===== src/rtl/lcv_pkg.sv =====
// Shared types for the line code violation detector.
// Assumes the mode codes below are fixed by the surrounding receiver.
package lcv_pkg;

    typedef enum logic [1:0] {
        LC_NRZ  = 2'b00,
        LC_CMI  = 2'b01,
        LC_AMI  = 2'b10,
        LC_B8ZS = 2'b11
    } line_code_e;

    // Length of the eight-zero substitution group.
    localparam int SUB_LEN = 8;

    // Group shape by bit age (bit 0 = newest bit, bit 7 = oldest bit).
    // Marks sit at ages 0,1,3,4; the violations sit at ages 1 and 4.
    localparam logic [SUB_LEN-1:0] SUB_MARK = 8'b0001_1011;
    localparam logic [SUB_LEN-1:0] SUB_VIOL = 8'b0001_0010;

    function automatic logic is_bipolar(input line_code_e c);
        return (c == LC_AMI) || (c == LC_B8ZS);
    endfunction

endpackage


===== src/rtl/lcv_mark_track.sv =====
// Keeps the polarity of the most recent mark and reports a raw bipolar
// violation: a mark that repeats the previous mark's polarity.
// Assumes the polarity input is valid whenever the mark input is high.
// The first mark after reset is never a violation.
module lcv_mark_track (
    input  logic clk,
    input  logic rst_n,
    input  logic bit_en,
    input  logic mark,
    input  logic pol,
    output logic raw_viol
);

    logic last_pol;
    logic seen_mark;

    // Remember the polarity of the last mark and whether any mark has been seen.
    always_ff @(posedge clk) begin
        if (!rst_n) begin
            last_pol  <= 1'b0;
            seen_mark <= 1'b0;
        end else if (bit_en && mark) begin
            last_pol  <= pol;
            seen_mark <= 1'b1;
        end
    end

    // Flag a repeated polarity, but only once a previous mark exists.
    always_comb begin
        raw_viol = mark && seen_mark && (pol == last_pol);
    end

endmodule


===== src/rtl/lcv_zero_run.sv =====
// Counts consecutive zeros and raises one hit at the bit whose zero makes
// the run exceed the limit for the current bipolar code.
// Assumes both limits are below the counter's saturation value.
module lcv_zero_run
    import lcv_pkg::*;
#(
    parameter int B8ZS_ZMAX = 7,
    parameter int AMI_ZMAX  = 15
) (
    input  logic       clk,
    input  logic       rst_n,
    input  logic       bit_en,
    input  logic       mark,
    input  line_code_e code,
    input  logic       exz_en,
    output logic       exz_hit
);

    localparam int ZTOP  = (B8ZS_ZMAX > AMI_ZMAX) ? B8ZS_ZMAX : AMI_ZMAX;
    localparam int CNT_W = $clog2(ZTOP + 2);
    localparam logic [CNT_W-1:0] CNT_SAT = CNT_W'(ZTOP + 1);

    logic [CNT_W-1:0] zcnt;
    logic [CNT_W-1:0] limit;

    // Count zeros, restart on any mark, and saturate above both limits.
    always_ff @(posedge clk) begin
        if (!rst_n) begin
            zcnt <= '0;
        end else if (bit_en) begin
            if (mark)
                zcnt <= '0;
            else if (zcnt != CNT_SAT)
                zcnt <= zcnt + 1'b1;
        end
    end

    // Hit when this zero is one past the allowed run for the current code.
    always_comb begin
        limit   = (code == LC_B8ZS) ? CNT_W'(B8ZS_ZMAX) : CNT_W'(AMI_ZMAX);
        exz_hit = bit_en && exz_en && is_bipolar(code) && !mark && (zcnt == limit);
    end

endmodule


===== src/rtl/lcv_subst_filter.sv =====
// Holds per-bit error flags in a delay line of DEPTH strobes.
// It matches the newest bit plus seven bits of history against the
// substitution group and, in B8ZS mode, clears the flags of the group's
// two deliberate violations. The flag leaving the line becomes the output
// pulse. Assumes DEPTH >= 5 so that the oldest cleared flag is still held
// when the group completes.
module lcv_subst_filter
    import lcv_pkg::*;
#(
    parameter int DEPTH = SUB_LEN
) (
    input  logic       clk,
    input  logic       rst_n,
    input  logic       bit_en,
    input  logic       mark,
    input  logic       raw_viol,
    input  line_code_e code,
    input  logic       exz_hit,
    output logic       pipe_head,
    output logic       viol_o
);

    localparam int HIST = SUB_LEN - 1;

    logic [HIST-1:0]  hist_mark;
    logic [HIST-1:0]  hist_viol;
    logic [DEPTH-1:0] flags;
    logic [DEPTH-1:0] flags_kept;
    logic             sub_match;
    logic             new_flag;

    // Shift the mark and raw-violation history by one bit per strobe.
    always_ff @(posedge clk) begin
        if (!rst_n) begin
            hist_mark <= '0;
            hist_viol <= '0;
        end else if (bit_en) begin
            hist_mark <= {hist_mark[HIST-2:0], mark};
            hist_viol <= {hist_viol[HIST-2:0], raw_viol};
        end
    end

    // Match the complete substitution group ending at the newest bit.
    always_comb begin
        sub_match = (code == LC_B8ZS)
                 && ({hist_mark, mark}     == SUB_MARK)
                 && ({hist_viol, raw_viol} == SUB_VIOL);
        new_flag  = (is_bipolar(code) && raw_viol) || exz_hit;
    end

    // Clear the held flag at every history age where the group has a violation.
    for (genvar k = 0; k < DEPTH; k++) begin : g_keep
        if (k < HIST && SUB_VIOL[k+1]) begin : g_sub
            assign flags_kept[k] = flags[k] && !sub_match;
        end else begin : g_pass
            assign flags_kept[k] = flags[k];
        end
    end

    // Advance the delay line and emit the flag that leaves it.
    always_ff @(posedge clk) begin
        if (!rst_n) begin
            flags  <= '0;
            viol_o <= 1'b0;
        end else if (bit_en) begin
            flags  <= {flags_kept[DEPTH-2:0], new_flag};
            viol_o <= flags[DEPTH-1];
        end else begin
            viol_o <= 1'b0;
        end
    end

    assign pipe_head = flags[0];

endmodule


===== src/rtl/lcv_detector.sv =====
// Top level of the bipolar line code violation detector.
// It decodes the two mark inputs, tracks the last mark's polarity, checks
// zero runs and filters out substitution violations, then emits one pulse
// per violation DEPTH strobes after the offending bit.
// Assumes bit_en is a one-cycle strobe per received bit.
module lcv_detector
    import lcv_pkg::*;
#(
    parameter int B8ZS_ZMAX = 7,
    parameter int AMI_ZMAX  = 15,
    parameter int DEPTH     = SUB_LEN
) (
    input  logic       clk,
    input  logic       rst_n,
    input  logic       bit_en,
    input  logic       pos_in,
    input  logic       neg_in,
    input  logic [1:0] code_sel,
    input  logic       exz_en,
    output logic       viol_o
);

    line_code_e code;
    logic       mark;
    logic       pol;
    logic       raw_viol;
    logic       exz_hit;
    logic       pipe_head;

    // Any mark input makes a mark; the positive input sets its polarity.
    always_comb begin
        code = line_code_e'(code_sel);
        mark = pos_in || neg_in;
        pol  = pos_in;
    end

    lcv_mark_track u_mark (
        .clk      (clk),
        .rst_n    (rst_n),
        .bit_en   (bit_en),
        .mark     (mark),
        .pol      (pol),
        .raw_viol (raw_viol)
    );

    lcv_zero_run #(
        .B8ZS_ZMAX (B8ZS_ZMAX),
        .AMI_ZMAX  (AMI_ZMAX)
    ) u_zero (
        .clk     (clk),
        .rst_n   (rst_n),
        .bit_en  (bit_en),
        .mark    (mark),
        .code    (code),
        .exz_en  (exz_en),
        .exz_hit (exz_hit)
    );

    lcv_subst_filter #(
        .DEPTH (DEPTH)
    ) u_filt (
        .clk       (clk),
        .rst_n     (rst_n),
        .bit_en    (bit_en),
        .mark      (mark),
        .raw_viol  (raw_viol),
        .code      (code),
        .exz_hit   (exz_hit),
        .pipe_head (pipe_head),
        .viol_o    (viol_o)
    );

endmodule


===== config.mk =====
export PLATFORM = sky130hd
export DESIGN_NAME = lcv_detector
export DESIGN_NICKNAME = d
export VERILOG_FILES = /design/src/rtl/lcv_pkg.sv /design/src/rtl/lcv_mark_track.sv /design/src/rtl/lcv_zero_run.sv /design/src/rtl/lcv_subst_filter.sv /design/src/rtl/lcv_detector.sv
export SDC_FILE = /design/constraint.sdc
export NUM_CORES = 1
export LEC_CHECK = 0
export BUFFER_PORTS_ARGS = -buffer_cell sky130_fd_sc_hd__buf_2
export CAP_MARGIN = 20
export CORE_MARGIN = 2
export CORE_UTILIZATION = 25
export CTS_BUF_LIST = sky130_fd_sc_hd__clkbuf_4
export DETAILED_ROUTE_END_ITERATION = 16
export GPL_TIMING_DRIVEN = 0
export PLACE_DENSITY_LB_ADDON = 0.05
export RECOVER_POWER = 50
export SLEW_MARGIN = 10
export SYNTH_ARGS = -nofsm -noshare
export SYNTH_HDL_FRONTEND = slang
export SYNTH_SLANG_ARGS = --single-unit

===== constraint.sdc =====
create_clock -name clk -period 1.4 [get_ports clk]
set_clock_uncertainty 0.1 [all_clocks]
set_input_delay 0.07 -clock clk [delete_from_list [all_inputs] [get_ports clk]]
set_output_delay 0.07 -clock clk [all_outputs]
set_load 0.02 [all_outputs]

======== Yosys cells after proc, flatten, opt, wreduce, memory -nomap -nowiden ========
Index checks and enable logic that the tools add are counted.
cells by class
  add/subtract/negate cells ............... 1
  eq/ne operators ......................... 7
  multiplexer cells ....................... 3
  reductions and logical operators ........ 20
operators with widths
  operator                                        number
  == test 8 x 5 -> 1 bit (second input constant)  2
  logical AND 1 bit                               12
  2-to-1 mux 5 bit                                2
  adder 5 x 1 -> 5 bit (second input constant)    1
  == test 5 bit                                   1
  != test 5 bit (second input constant)           1
  == test 2 bit (second input constant)           2
  2-to-1 mux 4 bit                                1
  AND reduction 2 bit                             2
  logical OR 1 bit                                3
  logical NOT 1 bit                               2
  nonzero test 2 bit                              1
  == test 1 bit                                   1
storage, ports and cells
  register bits ........................... 30
  bits of input ports ..................... 8
  output and inout port bits .............. 1
  logic and storage cells ................. 38

======== Longest topological paths before layout ========
Gate-level depths: netlist of run 1.
  depth in word-level cells ............... 7
  mapped depth ............................ 6
  mapped depth without buffers ............ 6

======== Cells and area by module ========
A second synthesis of run 1 with hierarchy kept.
unflattened totals
  cell total of the unflattened synthesis .. 134
  area total of the unflattened synthesis .. 1326.3 sq um
by module, submodules not included
  module            instances  cells each  area each (sq um)  sequential area each (sq um)
  lcv_subst_filter  1          86          919.6              460.4
  lcv_zero_run      1          38          316.6              100.1
  lcv_mark_track    1          9           83.8               40.0
  lcv_detector      1          1           6.3                0.0

======== Least setup slack after synthesis of run 1 ========
No wires, ideal clock.
  kind .................................... register to register
  from .................................... register u_zero.zcnt[0]
  to ...................................... register u_zero.zcnt[2]
  setup time .............................. 0.070 ns
  arrival time ............................ 1.240 ns
  data required time ...................... 1.230 ns
  slack ................................... -0.010 ns
  cell stages (with the launch flop) ...... 7
  path buffers ............................ 0
  clock period less this slack ............ 1.410 ns
  cell sequence ........................... dfxtp_1 inv_1 ha_1 nand2_1 o41ai_4 or3b_1 a21oi_1
between the ends
  longest elaborated chain between the ends .. 3
  elaborated cells on any way between the ends .. 6
  classes of those cells .................. add/sub: 1; eq/ne: 1; mux: 2; reduce/logical: 2
ends and longest elaborated chain
  element                                                         RTL line                                RTL
  start, declared                                                 lcv_zero_run.sv:23                      logic [CNT_W-1:0] zcnt;
  start signal, assigned                                          lcv_zero_run.sv:34                      zcnt <= zcnt + 1'b1;
  adder 5 x 1 -> 5 bit / != test 5 bit (equally long branches)    lcv_zero_run.sv:34, lcv_zero_run.sv:33
  2-to-1 mux 5 bit / nonzero test 2 bit (equally long branches)   -
  2-to-1 mux 5 bit / AND reduction 2 bit (equally long branches)  -
Parallel ways exist; a longest one is shown, timed or not. The select of a mux whose other input is x is not followed.
A chain may end at the register's enable or synchronous reset.

======== Worst setup path in the final report of run 1 ========
  from .................................... register u_zero.zcnt[0]
  to ...................................... register u_filt.flags[0]
between the ends
  longest elaborated chain between the ends .. 3
ends and longest elaborated chain
  element               RTL line                RTL
  == test 5 bit         lcv_zero_run.sv:41      exz_hit = bit_en && exz_en && is_bipolar(code) && !mark && (zcnt == limit);
  logical AND 1 bit     lcv_zero_run.sv:41
  logical OR 1 bit      lcv_subst_filter.sv:48  new_flag = (is_bipolar(code) && raw_viol) || exz_hit;
  end signal, assigned  lcv_subst_filter.sv:66  flags <= {flags_kept[DEPTH-2:0], new_flag};
  end, declared         lcv_subst_filter.sv:27  logic [DEPTH-1:0] flags;
Every way passes these cells.

==> results of run 1 <==
==> state kept, by name (all words and copies together), names as in the netlist <==
name,count
u_filt.flags,8
u_filt.hist_viol,7
u_filt.viol_o,1
u_filt.hist_mark,7
u_zero.zcnt,5
u_mark.last_pol,1
u_mark.seen_mark,1
==> power by group through the flow <==
stage / Clock (mW) / Sequential (mW) / Combinational (mW)
floorplan: 0 / 0.891 / 0.0823
global placement: 0 / 0.894 / 0.116
detailed placement: 0 / 0.894 / 0.117
CTS: 0.538 / 0.874 / 0.122
global route: 0.589 / 0.876 / 0.138
finish: 0.499 / 0.874 / 0.123
==> stage by stage <==
stage	total power, mW	instance area (um2)	TNS, ns	worst slack, ns
floorplan	0.974	1310	0	0.0225
global route	1.60	1560	-0.0367	-0.0149
CTS	1.53	1510	0	0.00868
global placement	1.01	1430	-0.107	-0.0546
finish	1.50	1560	0	0.0333
detailed placement	1.01	1430	-0.0703	-0.0695
==> cell type report <==
class                   instances  area [um2]
inverters                       4        15.0
flip-flops and latches         30         608
fillers                       563        3510
clock buffers                   6        45.0
multi-input cells              89         712
well taps                      70        87.6
repair buffers                  9        55.1
plain buffers                   7        31.3
clock inverters                 2        8.76
==> tightest hold or removal path, cell delays in order <==
cell and delay [ns]:
buf_2 0.12, nand2_1 0.06, a22oi_1 0.06, nor2b_1 0.10
==> layout by cell type (no fill, tap or decap), types with 3 or more instances in the layout <==
master	synthesis	layout
nor2b_1	19	19
xor2_1	3	3
nor2_1	4	4
dfxtp_2	0	3
mux2i_1	18	18
clkbuf_1	3	3
nand2_1	12	11
clkbuf_4	0	6
buf_2	4	11
dfxtp_1	30	26
and3_1	3	3
==> logic make-up (layout without fill, tap and decap cells) <==
kind of cell,count (synthesis),after routing
xor gates and xnor gates,3,3
DFF,30,30
buffers and inverters,11,28
muxes,18,18
adders and majority gates,2,2
and+or+nand+nor,53,53
AOI/OAI and AO/OA,13,13
==> timing repair <==
item | CTS | global route
hold buffers | 2 | 0
gates resized for setup | 3 | 14
endpoints found under the hold margin | 2 | 0
pin swaps | 3 | 1
setup endpoints to repair | 3 | 6
==> metal layers <==
metal  vias to the layer above  wire [um]  global-route usage [%]
li1                        482          -                       -
met1                       428       1270                    11.8
met2                         8       1280                    16.4
met3                         5         94                    4.38
met4                         0         51                    4.91
met5                         -          0                       0
==> how the worst max path moves through the flow <==
stage	end	slack (ns)	depth (start not counted)	start
final	u_filt.flags[0]	0.03	4	u_zero.zcnt[0]
after global placement	u_zero.zcnt[2]	-0.05	6	u_zero.zcnt[1]
after floorplan	u_zero.zcnt[2]	0.02	6	u_zero.zcnt[0]
after CTS	u_filt.flags[0]	0.009	4	u_zero.zcnt[0]
after global routing	u_zero.zcnt[2]	-0.01	6	u_zero.zcnt[0]
after detailed placement	u_zero.zcnt[2]	-0.07	6	u_zero.zcnt[1]
==> reports/metrics.yaml, run 1 <==
detailed_routing:
  wl_per_cell_um: 12.4
  via_count: 923
  routed_via_density: 4.25
  route.detailed.drc: 0
  drtIter0Drc: 19
  postRouteAntennaNets: 0
  wl_um: 2700
  dr.pass1.iters: 3
layout:
  layout.nets: 156
  diodes: 0
  drive_gt1_share_pct: 24.5
  layout.cells.non_filler: 217
  final_core_util_pct: 30.8
  syn_to_final_growth_pct: 19.9
status:
  status: "finished clean"
grt:
  antenna_found_initial: 0
  gr-total-overflow: 0
  grt_pass1_vias: 963
  grt_pass1_wl_um: 4480
  grt_usage_pct: 10.2
  grt_start_max_net_pins: 11
setup_path:
  cp_data_required_time_ns: 1.56
  r2r-start: "u_zero.zcnt[0]"
  max_stage_delay_ns: 0.38
  crit_path_max_fanout: 5
  start_kind: "flop"
  critPathBufInv: 0
  cp_top_family: "compound AO/OA/AOI/OAI gates"
  rr_worst_depth: 4
  cp-end-kind: "flop"
  crit_chain: "ha_2 -> nand4b_1 -> o31a_2 -> o21ai_2"
  critical_path_class: "reg -> reg"
  reg2reg_setup_slack_ns: 0.03
  r2r_end: "u_filt.flags[0]"
  crit_arrival_ns: 1.53
  slowest_stage: "dfxtp_4"
yosys:
  ys.flop_type: "dfxtp_1"
  syn_inst: 130
  synth-adder-area-share_pct: 1.92
  syn_area_per_cell_um2: 10.0
  synth_top_cell_area_share_pct: 46.1
  syn_nets: 140
  synth_edf_count: 0
  syn_area_um2: 1300
  synth-xor-area-share_pct: 2.02
  synth_top_family_by_area: "simple AND/OR/NAND/NOR gates"
  yosysTopAreaCell: "dfxtp_1"
  synth-compound-area-share_pct: 9.02
  synth.cells.most_frequent: "30 x dfxtp_1, 19 x nor2b_1, 18 x mux2i_1"
  ys_async_sr_fraction_pct: 0
  synth-simple-area-share_pct: 23.6
  ys_top_cells_by_area: "dfxtp_1 46%, mux2i_1 14%, nor2b_1 9.1%"
  synthDistinctLibCells: 33
  synth_mux_area_share_pct: 13.8
  synth_warnings: 0
  synth_seq_cells: 30
  ys_seq_area_share_pct: 46.1
  synth_most_common_cell: "dfxtp_1"
clock_network:
  cts_tree: "done"
  post_cts_buffers: 0
  insertion_delay_ns: 0.32
  clockBufferDepth: 2
  clock_sink_count: 30
  cts-buffers-inserted: 5
  root_buffer: "clkbuf_4"
  cts-htree-levels: 2
  clk_pin_slew_worst_paths_ns: 0.09
worst_hold_path:
  min_path_type: "in -> reg"
  whs_endpoint: "u_mark.last_pol"
  min_path_cells: 4
  min-delay-start: "neg_in"
floorplan:
  start_util_pct: 25.7
  std_cell_rows: 26
  core_um2: 5070
  dieWidth_um: 76.2
  die_y_um: 76.2
  dieArea_um2: 5810
  io_pins: 9
power_and_ir_drop:
  power.density_nw_per_um2: 958
  clkPwrFrac_pct: 33.4
  p_sw_share_pct: 24.5
  p_leak_nw: 0.597
  switchingPower_mw: 0.366
  ir_worst_vdd_mv: 0.322
  internal_power_mw: 1.13
  p_seq_share_pct: 58.4
  power_frac_comb_pct: 8.2
placed_design:
  post-dp-hpwl_um: 1940
  place_inst: 207
  gp_congestion: 0.756
  io_buffers: 7
timing:
  worst_pin_slew_ns: 0.423
  period_share_pct: 97.6
  finalSetupViolations: 0
  hold_viol: 0
  slew_headroom_pct: 71.8
  min_period_ns: 1.37
  grt_setup_unrepaired: "true"
  max_clock_freq_mhz: 732
  maxSlewViolCount: 0
  finalHoldWorstSlack_ns: 0.0185
run:
  drv_cap: 0
Note: power is estimated with default switching activity, not from simulation.
==> run 2: changes to the inputs <==
Settings changed: SYNTH_HIERARCHICAL set to 1.
==> reports/metrics.yaml, run 2 <==
status:
  status: "finished, violations left"  # was finished clean
  violations: "negative setup slack"
yosys:
  synth.cells.most_frequent: "30 x dfxtp_1, 20 x nor2b_1, 19 x mux2i_1"  # was 30 x dfxtp_1, 19 x nor2b_1, 18 x mux2i_1
  syn_area_per_cell_um2: 9.90  # was 10.0 um2
  synth_edf_count: 0  # unchanged
  synth_warnings: 6  # was 0
  ys_seq_area_share_pct: 45.3  # was 46.1%
  synth_seq_cells: 30  # unchanged
  synth_most_common_cell: "dfxtp_1"  # unchanged
  ys.flop_type: "dfxtp_1"  # unchanged
  synthDistinctLibCells: 34  # was 33
  ys_async_sr_fraction_pct: 0  # unchanged
  ys_top_cells_by_area: "dfxtp_1 45%, mux2i_1 14%, nor2b_1 9.4%"  # was dfxtp_1 46%, mux2i_1 14%, nor2b_1 9.1%
  yosysTopAreaCell: "dfxtp_1"  # unchanged
  syn_inst: 134  # was 130
  synth_top_cell_area_share_pct: 45.3  # was 46.1%
  syn_area_um2: 1330  # was 1300 um2
  syn_nets: 144  # was 140
timing:
  maxSlewViolCount: 0  # unchanged
  worst_slack_ns: -0.205  # was 0.0333 ns
  grt_setup_unrepaired: "true"  # unchanged
  max_clock_freq_mhz: 623  # was 732 MHz
  slew_headroom_pct: 60.9  # was 71.8%
  fin_tns_setup_ns: -0.486  # was 0 ns
  hold_viol: 0  # unchanged
  worst_pin_slew_ns: 0.587  # was 0.423 ns
  period_share_pct: 115  # was 97.6%
  min_period_ns: 1.61  # was 1.37 ns
  finalSetupViolations: 4  # was 0
clock_network:
  insertion_delay_ns: 0.32  # about the same
  root_buffer: "clkbuf_4"  # unchanged
  cts-htree-levels: 2  # unchanged
  cts_tree: "done"  # unchanged
  cts-buffers-inserted: 5  # unchanged
  clk_pin_slew_worst_paths_ns: 0.09  # about the same
  clock_sink_count: 30  # unchanged
  clockBufferDepth: 2  # unchanged
grt:
  antenna_found_initial: 0  # unchanged
  grt_usage_pct: 11.4  # was 10.2%
  gr-total-overflow: 0  # unchanged
  grt_pass1_wl_um: 5200  # was 4480 um
  grt_start_max_net_pins: 12  # was 11
  grt_pass1_vias: 1048  # was 963
floorplan:
  die_y_um: 76.8  # was 76.2 um
  dieWidth_um: 76.8  # was 76.2 um
  std_cell_rows: 26  # unchanged
  start_util_pct: 26.0  # was 25.7%
  io_pins: 9  # unchanged
  dieArea_um2: 5900  # was 5810 um2
  core_um2: 5110  # was 5070 um2
layout:
  layout.cells.most_common: "dfxtp_1"  # unchanged
  largest_register_ffs: 8  # unchanged
  layout.cells.non_filler: 228  # was 217
  largest_registers: "u_filt/flags (8), u_filt/hist_mark (7), u_filt/hist_viol (7)"  # was u_filt.flags (8), u_filt.hist_mark (7), u_filt.hist_viol (7)
  diodes: 0  # unchanged
  top_register: "u_filt/flags"  # was u_filt.flags
  layout_common_cells: "26 x dfxtp_1, 20 x nor2b_1, 19 x mux2i_1"  # was 26 x dfxtp_1, 19 x nor2b_1, 18 x mux2i_1
  design_area_um2: 1650  # was 1560 um2
  syn_to_final_growth_pct: 24.7  # was 19.9%
  drive_gt1_share_pct: 20.3  # was 24.5%
  layout.nets: 167  # was 156
placed_design:
  gp_congestion: 0.745  # was 0.756
  placed_cell_area_um2: 1470  # was 1430 um2
  io_buffers: 8  # was 7
  place_inst: 212  # was 207
  post-dp-hpwl_um: 2060  # was 1940 um
detailed_routing:
  drtIter0Drc: 34  # was 19
  wl_um: 2940  # was 2700 um
  via_count: 1032  # was 923
  routed_via_density: 4.53  # was 4.25
  wl_per_cell_um: 12.9  # was 12.4 um
  route.detailed.drc: 0  # unchanged
  postRouteAntennaNets: 0  # unchanged
  dr.pass1.iters: 4  # was 3
setup_path:
  cp-end-kind: "flop"  # unchanged
  crit_arrival_ns: 1.71  # was 1.53 ns
  start_kind: "flop"  # unchanged
  max_stage_delay_ns: 0.49  # was 0.38 ns
  cp_data_required_time_ns: 1.50  # was 1.56 ns
  critPathBufInv: 0  # unchanged
  slowest_stage: "or4b_4"  # was dfxtp_4
  cp_top_family: "simple AND/OR/NAND/NOR gates"  # was compound AO/OA/AOI/OAI gates
  crit_chain: "xnor2_1 -> and3_4 -> or4b_4 -> o31ai_2 -> nand3_1"  # was ha_2 -> nand4b_1 -> o31a_2 -> o21ai_2
  crit_path_max_fanout: 3  # was 5
  critical_path_class: "reg -> reg"  # unchanged
power_and_ir_drop:
  p_leak_nw: 0.613  # was 0.597 nW
  power.density_nw_per_um2: 903  # was 958 nW/um2
  ir_worst_vdd_mv: 0.322  # about the same
run:
  drv_cap: 0  # unchanged
worst_hold_path:
  min_path_type: "in -> reg"  # unchanged
==> run 2: cell types whose count changed after synthesis, moves of 3 or more <==
cell	before	now
a21oi_1	1	5
nand2_1	12	6
nor2_1	4	1
o21ai_0	0	6
xor2_1	3	0
==> run 2: area by class of cell <==
class | count | area (um2)
buffer | 5 | 20.0
clock buffer | 5 | 37.5
clock inverter | 3 | 11.3
fill | 550 | 3450
inverter | 4 | 20.0
multi-input combinational | 95 | 748
sequential | 30 | 611
tap | 70 | 87.6
timing repair buffer | 16 | 119
==> run 2: cell families (layout without fill, tap and decap cells) <==
family,Yosys count,after routing,share of synthesized area [%]
fa+ha+maj,2,2,1.89
flops,30,30,45.3
compound gates,19,19,8.49
mux,19,19,14.3
xor+xnor,2,2,1.32
buf+inv,9,33,2.83
simple gates,53,53,25.8
==> run 2: power by group <==
part           internal (mW)  switching [mW]
Combinational         0.0717          0.0740
Sequential             0.867          0.0102
Clock                  0.179           0.292
==> run 2: path summary, 6_finish.rpt <==
| check | startpoint | endpoint | slack, ns | cells after the start |
|---|---|---|---|---|
| hold / removal | bit_en | u_zero/zcnt[0] | 0.06 | 3 |
| setup / recovery | u_mark/last_pol | u_filt/flags[1] | -0.21 | 5 |
| hold reg to reg | u_mark/last_pol | u_mark/last_pol | 0.36 | 2 |
| setup reg to reg | u_mark/last_pol | u_filt/flags[1] | -0.21 | 5 |
==> run 2: what timing repair did <==
item                                    in CTS  in global routing
resized for setup                            7                 10
endpoints found under the hold margin        5                  0
hold buffers                                 5                  0
setup buffers                                2                  1
pin swaps                                    2                  6
endpoints found under the setup margin       6                  8
==> run 2: per-layer routing <==
metal	global-route usage [%]	vias up	share of wire, %
met1	14.8	487	50
met3	4.24	4	3.7
met5	0	-	0
met4	4.36	0	1.4
li1	-	529	-
met2	17.1	12	45
==> run 2: per-stage QoR <==
| step | total power [mW] | setup slack, ns | hold slack, ns | util, % |
|---|---|---|---|---|
| after floorplan | 0.982 | -0.132 | 0.0875 | - |
| after global placement | 1.02 | -0.341 | 0.251 | 28.8 |
| after detailed placement | 1.03 | -0.345 | 0.266 | 28.8 |
| after CTS | 1.53 | -0.209 | 0.0314 | 31.4 |
| after global routing | 1.60 | -0.275 | 0.0867 | 32.4 |
| final | 1.49 | -0.205 | 0.0644 | 32.4 |
==> run 2: tightest hold or removal path: stages <==
cell and delay [ns]:
clkbuf_2 0.15, nor2_1 0.11, o31a_1 0.13
